$ cat src/rtl/alarm_clock_pkg.sv
// Shared types and helpers for the timekeeper.
package alarm_clock_pkg;

    // Field selector encoding used by set_field.
    typedef enum logic [1:0] {
        FLD_SEC  = 2'b00,
        FLD_MIN  = 2'b01,
        FLD_HR   = 2'b10,
        FLD_NONE = 2'b11
    } field_t;

    // Converts a two-digit BCD byte to its binary value.
    function automatic logic [6:0] bcd_to_bin(input logic [7:0] v);
        return 7'(v[7:4]) * 7'd10 + 7'(v[3:0]);
    endfunction

endpackage

$ cat src/rtl/sec_tick_gen.sv
// Divides the system clock into a one-cycle enable every DIV cycles.
// Assumes DIV >= 2; the enable is never used as a clock.
module sec_tick_gen #(
    parameter int DIV = 50_000_000
) (
    input  logic clk,
    input  logic rst_n,
    output logic tick
);
    localparam int CW = (DIV > 2) ? $clog2(DIV) : 1;
    localparam logic [CW-1:0] LAST = CW'(DIV - 1);

    logic [CW-1:0] cnt;

    assign tick = (cnt == LAST);

    // Free-running modulo-DIV counter.
    always_ff @(posedge clk) begin
        if (!rst_n)    cnt <= '0;
        else if (tick) cnt <= '0;
        else           cnt <= cnt + 1'b1;
    end

    // the enable never lasts two cycles
    a_r3_tick_single: assert property (@(posedge clk) disable iff (!rst_n)
        tick |=> !tick);
endmodule

$ cat src/rtl/btn_edge.sv
// Synchronises an asynchronous button level and emits one pulse per rising edge.
// Assumes the button is debounced upstream.
module btn_edge (
    input  logic clk,
    input  logic rst_n,
    input  logic btn,
    output logic pulse
);
    logic [2:0] sh;

    assign pulse = sh[1] & ~sh[2];

    // Two-stage synchroniser followed by a history stage.
    always_ff @(posedge clk) begin
        if (!rst_n) sh <= '0;
        else        sh <= {sh[1:0], btn};
    end

    // one press yields one pulse
    a_r6_one_pulse: assert property (@(posedge clk) disable iff (!rst_n)
        pulse |=> !pulse);
endmodule

$ cat src/rtl/bcd_mod_counter.sv
// Two-digit BCD counter with modulus MOD (at most 100).
// wrap is high in the cycle in which a step returns the value to 00.
module bcd_mod_counter #(
    parameter int MOD = 60
) (
    input  logic       clk,
    input  logic       rst_n,
    input  logic       step,
    output logic [7:0] val,
    output logic       wrap
);
    localparam logic [3:0] LT = 4'((MOD - 1) / 10);
    localparam logic [3:0] LU = 4'((MOD - 1) % 10);

    logic at_last;

    assign at_last = (val[7:4] == LT) && (val[3:0] == LU);
    assign wrap    = step && at_last;

    // Steps the BCD pair, wrapping to 00 after MOD-1.
    always_ff @(posedge clk) begin
        if (!rst_n)                 val <= '0;
        else if (step) begin
            if (at_last)            val <= '0;
            else if (val[3:0] == 4'd9) val <= {val[7:4] + 4'd1, 4'd0};
            else                    val <= {val[7:4], val[3:0] + 4'd1};
        end
    end

    // the pair stays a legal value below MOD
    a_r2_in_range: assert property (@(posedge clk) disable iff (!rst_n)
        (val[3:0] <= 4'd9) && ((val[7:4] < LT) || (val[7:4] == LT && val[3:0] <= LU)));
    // a step from the last value returns to zero
    a_r2_wraps: assert property (@(posedge clk) disable iff (!rst_n)
        wrap |=> (val == 8'h00));
endmodule

$ cat src/rtl/alarm_clock_core.sv
// Time-of-day keeper with a settable alarm and an hourly chime.
// Assumes inc_btn is debounced; set inputs are stable around a press.
module alarm_clock_core
    import alarm_clock_pkg::*;
#(
    parameter int CLK_DIV    = 50_000_000,
    parameter int CHIME_SECS = 5
) (
    input  logic       clk,
    input  logic       rst_n,
    input  logic       set_mode,
    input  logic       set_alarm,
    input  logic [1:0] set_field,
    input  logic       inc_btn,
    output logic [7:0] time_hh,
    output logic [7:0] time_mm,
    output logic [7:0] time_ss,
    output logic [7:0] alarm_hh,
    output logic [7:0] alarm_mm,
    output logic       alarm_hit,
    output logic       chime,
    output logic       buzz
);
    localparam logic [6:0] CHIME_LIM = 7'(CHIME_SECS);

    logic   tick, press;
    logic   ss_wrap, mm_wrap, hh_wrap, amm_wrap, ahh_wrap;
    logic   ss_step, mm_step, hh_step, amm_step, ahh_step;
    logic   t_press, a_press;
    field_t fld;

    assign fld     = field_t'(set_field);
    assign t_press = set_mode && press && !set_alarm;
    assign a_press = set_mode && press &&  set_alarm;

    sec_tick_gen #(.DIV(CLK_DIV)) u_tick (.clk(clk), .rst_n(rst_n), .tick(tick));
    btn_edge u_btn (.clk(clk), .rst_n(rst_n), .btn(inc_btn), .pulse(press));

    // Step sources: enable chain when running, button when setting.
    always_comb begin
        ss_step  = set_mode ? (t_press && fld == FLD_SEC) : tick;
        mm_step  = set_mode ? (t_press && fld == FLD_MIN) : ss_wrap;
        hh_step  = set_mode ? (t_press && fld == FLD_HR)  : mm_wrap;
        amm_step = a_press && fld == FLD_MIN;
        ahh_step = a_press && fld == FLD_HR;
    end

    bcd_mod_counter #(.MOD(60)) u_ss  (.clk(clk), .rst_n(rst_n), .step(ss_step),  .val(time_ss),  .wrap(ss_wrap));
    bcd_mod_counter #(.MOD(60)) u_mm  (.clk(clk), .rst_n(rst_n), .step(mm_step),  .val(time_mm),  .wrap(mm_wrap));
    bcd_mod_counter #(.MOD(24)) u_hh  (.clk(clk), .rst_n(rst_n), .step(hh_step),  .val(time_hh),  .wrap(hh_wrap));
    bcd_mod_counter #(.MOD(60)) u_amm (.clk(clk), .rst_n(rst_n), .step(amm_step), .val(alarm_mm), .wrap(amm_wrap));
    bcd_mod_counter #(.MOD(24)) u_ahh (.clk(clk), .rst_n(rst_n), .step(ahh_step), .val(alarm_hh), .wrap(ahh_wrap));

    // Match and chime flags, both masked during setting.
    always_comb begin
        alarm_hit = !set_mode && (time_hh == alarm_hh) && (time_mm == alarm_mm);
        chime     = !set_mode && (time_mm == 8'h00) && (bcd_to_bin(time_ss) < CHIME_LIM);
        buzz      = alarm_hit || chime;
    end

    // seconds wrap carries into minutes in the same edge
    a_r4_min_carry: assert property (@(posedge clk) disable iff (!rst_n)
        (!set_mode && tick && time_ss == 8'h59 && time_mm != 8'h59) |=> (time_mm == $past(time_mm) + 8'h01 || time_mm[3:0] == 4'h0));
    // frozen while setting unless a press arrives
    a_r5_frozen: assert property (@(posedge clk) disable iff (!rst_n)
        (set_mode && !press) |=> ($stable(time_ss) && $stable(time_mm) && $stable(time_hh)));
    // alarm untouched outside set mode
    a_r7_alarm_hold: assert property (@(posedge clk) disable iff (!rst_n)
        !set_mode |=> ($stable(alarm_hh) && $stable(alarm_mm)));
endmodule

$ cat config.mk
export PLATFORM = sky130hd
export DESIGN_NAME = alarm_clock_core
export DESIGN_NICKNAME = d
export VERILOG_FILES = /design/src/rtl/alarm_clock_pkg.sv /design/src/rtl/sec_tick_gen.sv /design/src/rtl/btn_edge.sv /design/src/rtl/bcd_mod_counter.sv /design/src/rtl/alarm_clock_core.sv
export SDC_FILE = /design/constraint.sdc
export NUM_CORES = 1
export LEC_CHECK = 0
export BUFFER_PORTS_ARGS = -buffer_cell sky130_fd_sc_hd__buf_2
export CORE_MARGIN = 5
export CORE_UTILIZATION = 30
export CTS_CLUSTER_SIZE = 14
export DETAILED_ROUTE_END_ITERATION = 10
export GPL_TIMING_DRIVEN = 0
export PLACE_DENSITY = 0.55
export SLEW_MARGIN = 20
export SYNTH_ARGS = -nofsm -noshare
export SYNTH_HDL_FRONTEND = slang
export SYNTH_SLANG_ARGS = --single-unit
$ cat constraint.sdc
create_clock -name clk -period 2.8 [get_ports clk]
set_clock_uncertainty 0.1 [all_clocks]
set_input_delay 0.56 -clock clk [delete_from_list [all_inputs] [get_ports clk]]
set_output_delay 0.56 -clock clk [all_outputs]
set_load 0.02 [all_outputs]
Word level (Yosys, flattened, before mapping). Index checks and enable logic that the tools add are counted.

Reductions and logical operators: 35. Add/sub/neg operators: 12. Bitwise logic cells: 3. Multiplexer cells: 13. Multiply operators: 1. Equality and inequality tests: 17. Magnitude comparators: 1.

Operators with widths (count): 8-bit two-way mux (10); 4-bit by 1-bit adder with 4-bit output, second input constant (10); 26-bit by 1-bit adder with 26-bit output, second input constant (1); 26-bit == test, second input constant (1); 4-bit == test, second input constant (5); 1-bit logical AND (19); 4-bit by 2-bit == test with 1-bit output, second input constant (4); 8-bit == test (2); 4-bit by 3-bit == test with 1-bit output, second input constant (3); 2-bit AND reduction (5); 2-bit nonzero test (5); 8-bit zero test (1); 7-bit by 4-bit adder with 7-bit output (1); 7-bit by 3-bit less-than comparator with 1-bit output, second input constant (1); 4-bit by 3-bit multiplier with 6-bit output, second input constant (1); 1-bit two-way mux (3); 2-bit by 1-bit == test with 1-bit output, second input constant (1); 2-bit == test, second input constant (1); 1-bit zero test (2); 2-bit zero test (1); 1-bit NOT (2); 2-bit OR reduction (1); 1-bit bitwise AND (1); 1-bit logical OR (1).

Register bits after elaboration: 69. Output and inout port bits: 43. Word-level logic and storage cells: 94.

Depth between registers and ports, before layout. Gate-level depths: netlist (run 1).

Depth in word-level cells: 11. Mapped depth: 8. Depth with buffers taken out: 8.

Hierarchy. A second synthesis (run 1) with hierarchy kept.

Cells, all modules: 447. Area, all modules: 4028.9 um^2.

Modules (own cells, without submodules): bcd_mod_counter at u_amm ... (cells an instance 45, area an instance 429.2 um^2, instances 3, seq. area each 160.2 um^2); sec_tick_gen (cells an instance 142, area an instance 1234.9 um^2, instances 1, seq. area each 520.5 um^2); bcd_mod_counter at u_ahh ... (cells an instance 47, area an instance 436.7 um^2, instances 2, seq. area each 160.2 um^2); alarm_clock_core (cells an instance 69, area an instance 540.5 um^2, instances 1, seq. area each 0.0 um^2); btn_edge (cells an instance 7, area an instance 92.6 um^2, instances 1, seq. area each 60.1 um^2).

Worst setup path after synthesis (run 1). No wires, ideal clock.

Path type: register to output. From: reg u_ss.val[7]. To: out buzz. Arrival: 2.351 ns. Stages on the path, launching flop included: 9. Buffers on the path: 0. Slack: -0.211 ns. Cell sequence: dfxtp_1 -> ha_1 -> ha_1 -> fa_1 -> xor2_1 -> nor3_1 -> nand2_1 -> a21oi_1 -> or2_2.

Longest elaborated chain between the ends: 5.

Ends and longest elaborated chain: start, declared (line bcd_mod_counter.sv:9) `output logic [7:0] val,`; start signal, assigned (line bcd_mod_counter.sv:26) `else val <= {val[7:4], val[3:0] + 4'd1};`; 4-bit by 3-bit multiplier with 6-bit output (line alarm_clock_pkg.sv:14) `return 7'(v[7:4]) * 7'd10 + 7'(v[3:0]);`; 7-bit by 4-bit adder with 7-bit output (line alarm_clock_pkg.sv:14); 7-bit by 3-bit less-than comparator with 1-bit output (line alarm_clock_core.sv:57) `chime = !set_mode && (time_mm == 8'h00) && (bcd_to_bin(time_ss) < CHIME_LIM);`; 1-bit logical AND (line alarm_clock_core.sv:57); via chime (line alarm_clock_core.sv:21) `output logic chime,`; 1-bit logical OR (line alarm_clock_core.sv:58) `buzz = alarm_hit || chime;`; end, declared (line alarm_clock_core.sv:22) `output logic buzz`.

The timed path passes the listed nets, and every way through them passes these cells.

Worst setup path in the final report (run 1).
From: reg u_ss.val[5]. To: out buzz.

Longest elaborated chain between the ends: 5.

Ends and longest elaborated chain (line): 4-bit by 3-bit multiplier with 6-bit output (alarm_clock_pkg.sv:14); 7-bit by 4-bit adder with 7-bit output (alarm_clock_pkg.sv:14); 7-bit by 3-bit less-than comparator with 1-bit output (alarm_clock_core.sv:57); 1-bit logical AND (alarm_clock_core.sv:57); 1-bit logical OR (alarm_clock_core.sv:58).

No other way between the ends.

==> results by group, run 1 <==
Run status
  • Status: complete, but fails checks
  • Failing checks: negative setup slack

STA
  • Worst-margin pin slew: 1.05 ns
  • Final period util: 100%
  • Final setup viols: 1
  • Fmax: 355 MHz
  • Final Hold Viols: 0
  • Tmin final: 2.81 ns
  • RSZ-0062 raised after global routing: yes
  • Setup TNS after final layout: -0.0140 ns
  • Setup ws final: -0.0140 ns
  • Fin. max-slew vios: 0
  • Slew headroom: 29.6%

Synthesis
  • Syn Nets: 512
  • Synth area leaders: dfxtp_1, ha_1, xor2_1
  • Synthesized area: 0.00402 mm²
  • Seq cells post-synth: 69
  • Most common cell in the netlist: dfxtp_1
  • Mapped Avg Cell Area: 8.49 µm²
  • Synth warn: 0
  • Number of distinct library cells after synthesis: 54
  • Most frequent cells after synthesis: dfxtp_1, nor2_1, nand2_1
  • Seq/Total Area, Yosys: 34.3%
  • Main synth FF type: dfxtp_1
  • Async S/R FF share, synth: 0%
  • Number of enable flip-flop cells after synthesis: 0
  • Yosys top cell area share: 34.3%
  • Cells after Synth: 474
  • Dominant cell type by area after synthesis: dfxtp_1

Routing
  • Routed vias: 3642
  • Via density: 5.07
  • DRT Pass-1 Iters: 5
  • Routed WL per cell: 14.7 µm
  • Final WL: 10600 µm
  • Final ANT Viol Nets: 0
  • First DRT Iteration DRCs: 261
  • Drc violations: 0

Worst setup path
  • Crit path DAT: 2.15 ns
  • Worst path required time: 2.14 ns
  • CP top delay family: adder cells
  • Type of origin of the critical path: register
  • CP most frequent cell: ha_4
  • Critical Path End Type: primary output
  • CP Buf/Inv Count: 1
  • WS Path Type: reg2out
  • CP peak stage delay: 0.55 ns
  • Slowest cell on crit path: fa_2
  • CP Cell Sequence: ha_4 -> ha_4 -> fa_2 -> nor3_2 -> nand2_1 -> a21oi_2 -> or2_4 -> buf_6
  • Max FO, Critical Path: 2

Global routing
  • Number of global-route vias before repair: 3526
  • Largest net degree at the start of global routing: 12
  • Initial antenna violation count: 0
  • First-pass GRT wire length: 17800 µm
  • Total track usage: 13.8%
  • Gr ovfl total: 0

CTS
  • Clock Latency Late Sink: 0.34 ns
  • CTS buffer count: 9
  • H-Tree Depth: 3
  • Max Root-Sink Buffers: 2
  • Clk slew on worst S/H paths: 0.06 ns
  • CTS tree: yes
  • Clock sink count: 69
  • Root Buffer: clkbuf_16

Flow run
  • Max_cap viols: 0

Cells and area
  • Final Core Density: 37.1%
  • Fin cells: 719
  • Nets: 576
  • Area grow syn2layout: 21.6%
  • Antenna cells: 0
  • Fraction of layout cells with a size suffix above 1: 18.8%

Floorplan
  • Die extent in y: 126 µm
  • Io pins: 50
  • FP Rows: 42
  • Core area: 0.0132 mm²
  • Die width: 126 µm
  • Initial core utilization: 30.5%
  • Die ar.: 0.0158 mm²

Place
  • Gpl congestion: 0.846
  • Hpwl dp: 7740 µm
  • Dpl cells: 699
  • Buffers on Ports: 49

Pwr
  • Pleak: 1.97 nW
  • Max VDD drop: 0.307 mV
  • Power Total: 2.14 mW
  • Pwr dens: 438 mW/mm²

Min path
  • Worst Hold Class: reg2reg
## worst paths after layout
check / start / end / slack (ns) / cells after the start
max: u_ss.val[5] / buzz / -0.01 / 8
min: u_btn.sh[0] / u_btn.sh[1] / 0.32 / 1
max reg2reg: u_ss.val[5] / u_hh.val[0] / 0.33 / 8
min reg2reg: u_btn.sh[0] / u_btn.sh[1] / 0.32 / 1
## placed cells by master, fill, tap and decap left out, types with 16 or more instances in the layout
cell type,instances
buf_2,51
nor2_1,58
xnor2_1,16
xor2_1,32
dfxtp_1,63
a21oi_1,21
nand3_1,31
ha_1,26
nand2_1,45
inv_1,18
## what timing repair did
item	4_1_cts	5_1_grt
hold buffers	0	0
endpoints found under the setup margin	3	10
resized for setup	19	4
setup buffers	3	1
pin swaps	6	5
gates cloned	0	0
## routing by layer
metal / track usage (%) / vias to the layer above / wire [µm] / share of wire (%)
met3: 3.43 / 14 / 468 / 4.4
met2: 22.2 / 68 / 4890 / 46
met4: 5.36 / 0 / 208 / 2.0
met5: 0 / - / 0 / 0
li1: - / 1810 / - / -
met1: 17.8 / 1750 / 4990 / 47
## final cells by class
cell class | instances | area [µm²]
clock buffer | 12 | 236
inverter | 18 | 67.6
buffer | 11 | 52.6
multi-input combinational | 376 | 2610
sequential | 69 | 1400
fill | 1382 | 8300
timing repair buffer | 53 | 282
clock inverter | 4 | 25.0
tap | 176 | 220
## logic make-up (layout without fill, tap and decap cells)
| logic type | after synthesis | count (layout) | share of synthesized area [%] |
|---|---|---|---|
| flip-flops | 69 | 69 | 34.3 |
| adder cells (fa/ha/maj) | 31 | 31 | 10.0 |
| multiplexers | 11 | 11 | 2.74 |
| AND/OR/NAND/NOR | 222 | 222 | 28.8 |
| buffers and inverters | 29 | 98 | 2.99 |
| AO/OA/AOI/OAI | 63 | 63 | 10.4 |
| XOR/XNOR | 49 | 49 | 10.7 |
## registers in the layout (all words and copies together), names as in the netlist
register / flops
u_ahh.val: 8
u_amm.val: 8
u_btn.sh: 3
u_hh.val: 8
u_mm.val: 8
u_ss.val: 8
u_tick.cnt: 26
## metrics by stage
stage	cell area (µm²)	setup WS, ns	hold slack [ns]
detailed placement	4490	-0.171	0.321
finish	4890	-0.0140	0.319
CTS	4860	-0.0699	0.323
global placement	4490	-0.0644	0.325
floorplan	4030	0.0473	0.312
global route	4890	-0.0950	0.337
## power by group
part	switching [mW]	total [mW]	internal, mW
Clock	0.439	1.04	0.597
Combinational	0.0728	0.113	0.0399
Sequential	0.00719	0.994	0.987
Total	0.519	2.14	1.62
Power figures use the tool's default switching activity.
==> run 2, diff against run 1 <==
Settings changed: CTS_CLUSTER_SIZE 14 to default, GPL_TIMING_DRIVEN 0 to default.
==> run 2 against run 1 <==
Against the previous run:
- the flow now finishes without violations
- final cell count increased by 0.14%
- sequential power increased by 0.5%
- cell area increased by 1.4%
- sequential cell count unchanged
- setup slack improved by 0.014 ns
- die area unchanged
- largest power group unchanged
==> results by group, run 2 (synthesis gave the netlist of run 1 again) <==
Run status
  • Status: finished, final reports clean (was complete, but fails checks)

Global routing
  • First-pass GRT wire length: 17400 µm (was 17800 µm)
  • Initial antenna violation count: 0 (unchanged)
  • Total track usage: 13.5% (was 13.8%)
  • Number of global-route vias before repair: 3410 (was 3526)
  • Gr ovfl total: 0 (unchanged)
  • Largest net degree at the start of global routing: 34 (was 12)

Cells and area
  • Antenna cells: 0 (unchanged)
  • Nets: 578 (was 576)
  • Final Core Density: 37.6% (was 37.1%)
  • Fraction of layout cells with a size suffix above 1: 19.7% (was 18.8%)
  • Max FFs per register: 26 (unchanged)
  • Biggest register: u_tick.cnt (unchanged)
  • Fillers: 1353 (was 1382)
  • Most common cell after layout, fill and taps aside: dfxtp_1 (unchanged)
  • Most frequent cells in the layout: dfxtp_1, nor2_1, buf_2, nand2_1, xor2_1 (unchanged)
  • Final Cell Area: 0.00496 mm² (was 0.00489 mm²)
  • Area grow syn2layout: 23.3% (was 21.6%)

Worst setup path
  • Worst path required time: 2.14 ns (about the same)
  • WS Path Type: reg2out (unchanged)
  • Reg2reg path depth: 5 (was 8)
  • Type of origin of the critical path: register (unchanged)
  • Crit path DAT: 2.14 ns (was 2.15 ns)
  • Slowest cell on crit path: fa_2 (unchanged)
  • CP peak stage delay: 0.54 ns (was 0.55 ns)
  • R2R Path End: u_mm.val[5] (was u_hh.val[0])
  • Critical Path End Type: primary output (unchanged)
  • CP Cell Sequence: ha_4 -> ha_4 -> fa_2 -> nor3_2 -> nand2_1 -> a21oi_2 -> or2_4 -> buf_6 (unchanged)
  • CP most frequent cell: ha_4 (unchanged)
  • Max FO, Critical Path: 2 (unchanged)
  • Flop-to-flop setup slack: 0.43 ns (was 0.33 ns)
  • Launch point of the worst reg-to-reg path: u_tick.cnt[9] (was u_ss.val[5])

STA
  • Final setup viols: 0 (was 1)
  • Fmax: 357 MHz (was 355 MHz)
  • Fin. max-slew vios: 0 (unchanged)
  • RSZ-0062 raised after global routing: yes (unchanged)
  • Final Hold Viols: 0 (unchanged)
  • Tmin final: 2.80 ns (was 2.81 ns)
  • Worst-margin pin slew: 0.645 ns (was 1.05 ns)
  • Slew headroom: 56.7% (was 29.6%)
  • Final period util: 100% (about the same)

Floorplan
  • Initial core utilization: 30.5% (unchanged)
  • Die ar.: 0.0158 mm² (unchanged)
  • Core area: 0.0132 mm² (unchanged)
  • Die extent in y: 126 µm (unchanged)
  • Die width: 126 µm (unchanged)
  • Io pins: 50 (unchanged)
  • FP Rows: 42 (unchanged)

Pwr
  • Max VDD drop: 0.258 mV (was 0.307 mV)
  • Pwr dens: 468 mW/mm² (was 438 mW/mm²)
  • Pleak: 2.03 nW (was 1.97 nW)
  • Power Total: 2.32 mW (was 2.14 mW)

Routing
  • Final ANT Viol Nets: 0 (unchanged)
  • DRT Pass-1 Iters: 4 (was 5)
  • Routed WL per cell: 14.4 µm (was 14.7 µm)
  • Via density: 5.00 (was 5.07)
  • First DRT Iteration DRCs: 224 (was 261)
  • Drc violations: 0 (unchanged)
  • Final WL: 10400 µm (was 10600 µm)
  • Routed vias: 3603 (was 3642)

Place
  • Buffers on Ports: 49 (unchanged)
  • Gpl congestion: 0.840 (was 0.846)
  • DP Area: 0.00455 mm² (was 0.00449 mm²)
  • Hpwl dp: 7690 µm (was 7740 µm)

CTS
  • CTS tree: yes (unchanged)
  • Clk slew on worst S/H paths: 0.05 ns (was 0.06 ns)
  • Hold-fix buffers, CTS: 0 (unchanged)
  • Clock sink count: 69 (unchanged)
  • Max Root-Sink Buffers: 2 (unchanged)
  • Clock Latency Late Sink: 0.33 ns (was 0.34 ns)
  • CTS buffer count: 9 (unchanged)
  • H-Tree Depth: 3 (unchanged)
  • Root Buffer: clkbuf_16 (unchanged)

Min path
  • Hold Crit Depth: 1 (unchanged)
  • Worst Hold Class: reg2reg (unchanged)
  • Worst Hold Path EP: u_btn.sh[1] (unchanged)
  • Min-Delay Startpoint: u_btn.sh[0] (unchanged)

Flow run
  • Max_cap viols: 0 (unchanged)
==> run 2: how the worst max path moves through the flow <==
stage,start,to,depth (start not counted)
4_1_cts,u_ss.val[5],buzz,9
6_report,u_ss.val[7],buzz,8
3_3_place_gp,u_ss.val[7],buzz,9
2_1_floorplan,u_ss.val[5],buzz,8
5_1_grt,u_ss.val[7],buzz,8
3_5_place_dp,u_ss.val[7],buzz,9
==> run 2: final cells by class <==
cell class                 count  area, µm²  share of cell area (%)
clock inverter                 4       72.6                    1.46
tap                          176        220                    4.44
inverter                      18       67.6                    1.36
multi-input combinational    376       2580                    52.1
timing repair buffer          66        383                    7.72
clock buffer                  11        243                    4.89
sequential                    69       1390                    28.0
==> run 2: critical path, delay by kind of cell (launching register included) <==
kind | cells | cell delay [ns]
fa+ha+maj | 3 | 0.93
simple gates | 3 | 0.35
compound gates | 1 | 0.05
buf+inv | 1 | 0.13
flops | 1 | 0.35
==> run 2: per-stage QoR <==
step / cells / hold slack, ns / setup WS [ns] / TNS (ns)
final: 720 / 0.335 / 0.0000155 / 0
after floorplan: 474 / 0.312 / 0.0473 / 0
after global routing: 720 / 0.339 / -0.121 / -0.179
after CTS: 720 / 0.331 / -0.107 / -0.158
after detailed placement: 703 / 0.324 / 0.124 / 0
after global placement: 703 / 0.325 / 0.170 / 0
==> run 2: repair_timing <==
item,4_1_cts,5_1_grt
resized for setup,11,6
setup endpoints to repair,2,3
pin swaps,7,8
setup buffers,2,0
==> run 2: routing by layer <==
layer / vias up / track usage, % / routed length [µm]
met1: 1730 / 17.2 / 4880
li1: 1809 / - / -
met3: 6 / 4.91 / 409
met5: - / 0 / 0
met4: 0 / 3.09 / 97
met2: 58 / 22.1 / 5020
==> run 2: where the power goes <==
group / switching [mW] / internal [mW] / total, mW / leakage [nW]
combinational: 0.0648 / 0.0399 / 0.105 / 1.32
clock: 0.421 / 0.797 / 1.22 / 0.152
sequential: 0.0102 / 0.989 / 0.999 / 0.559
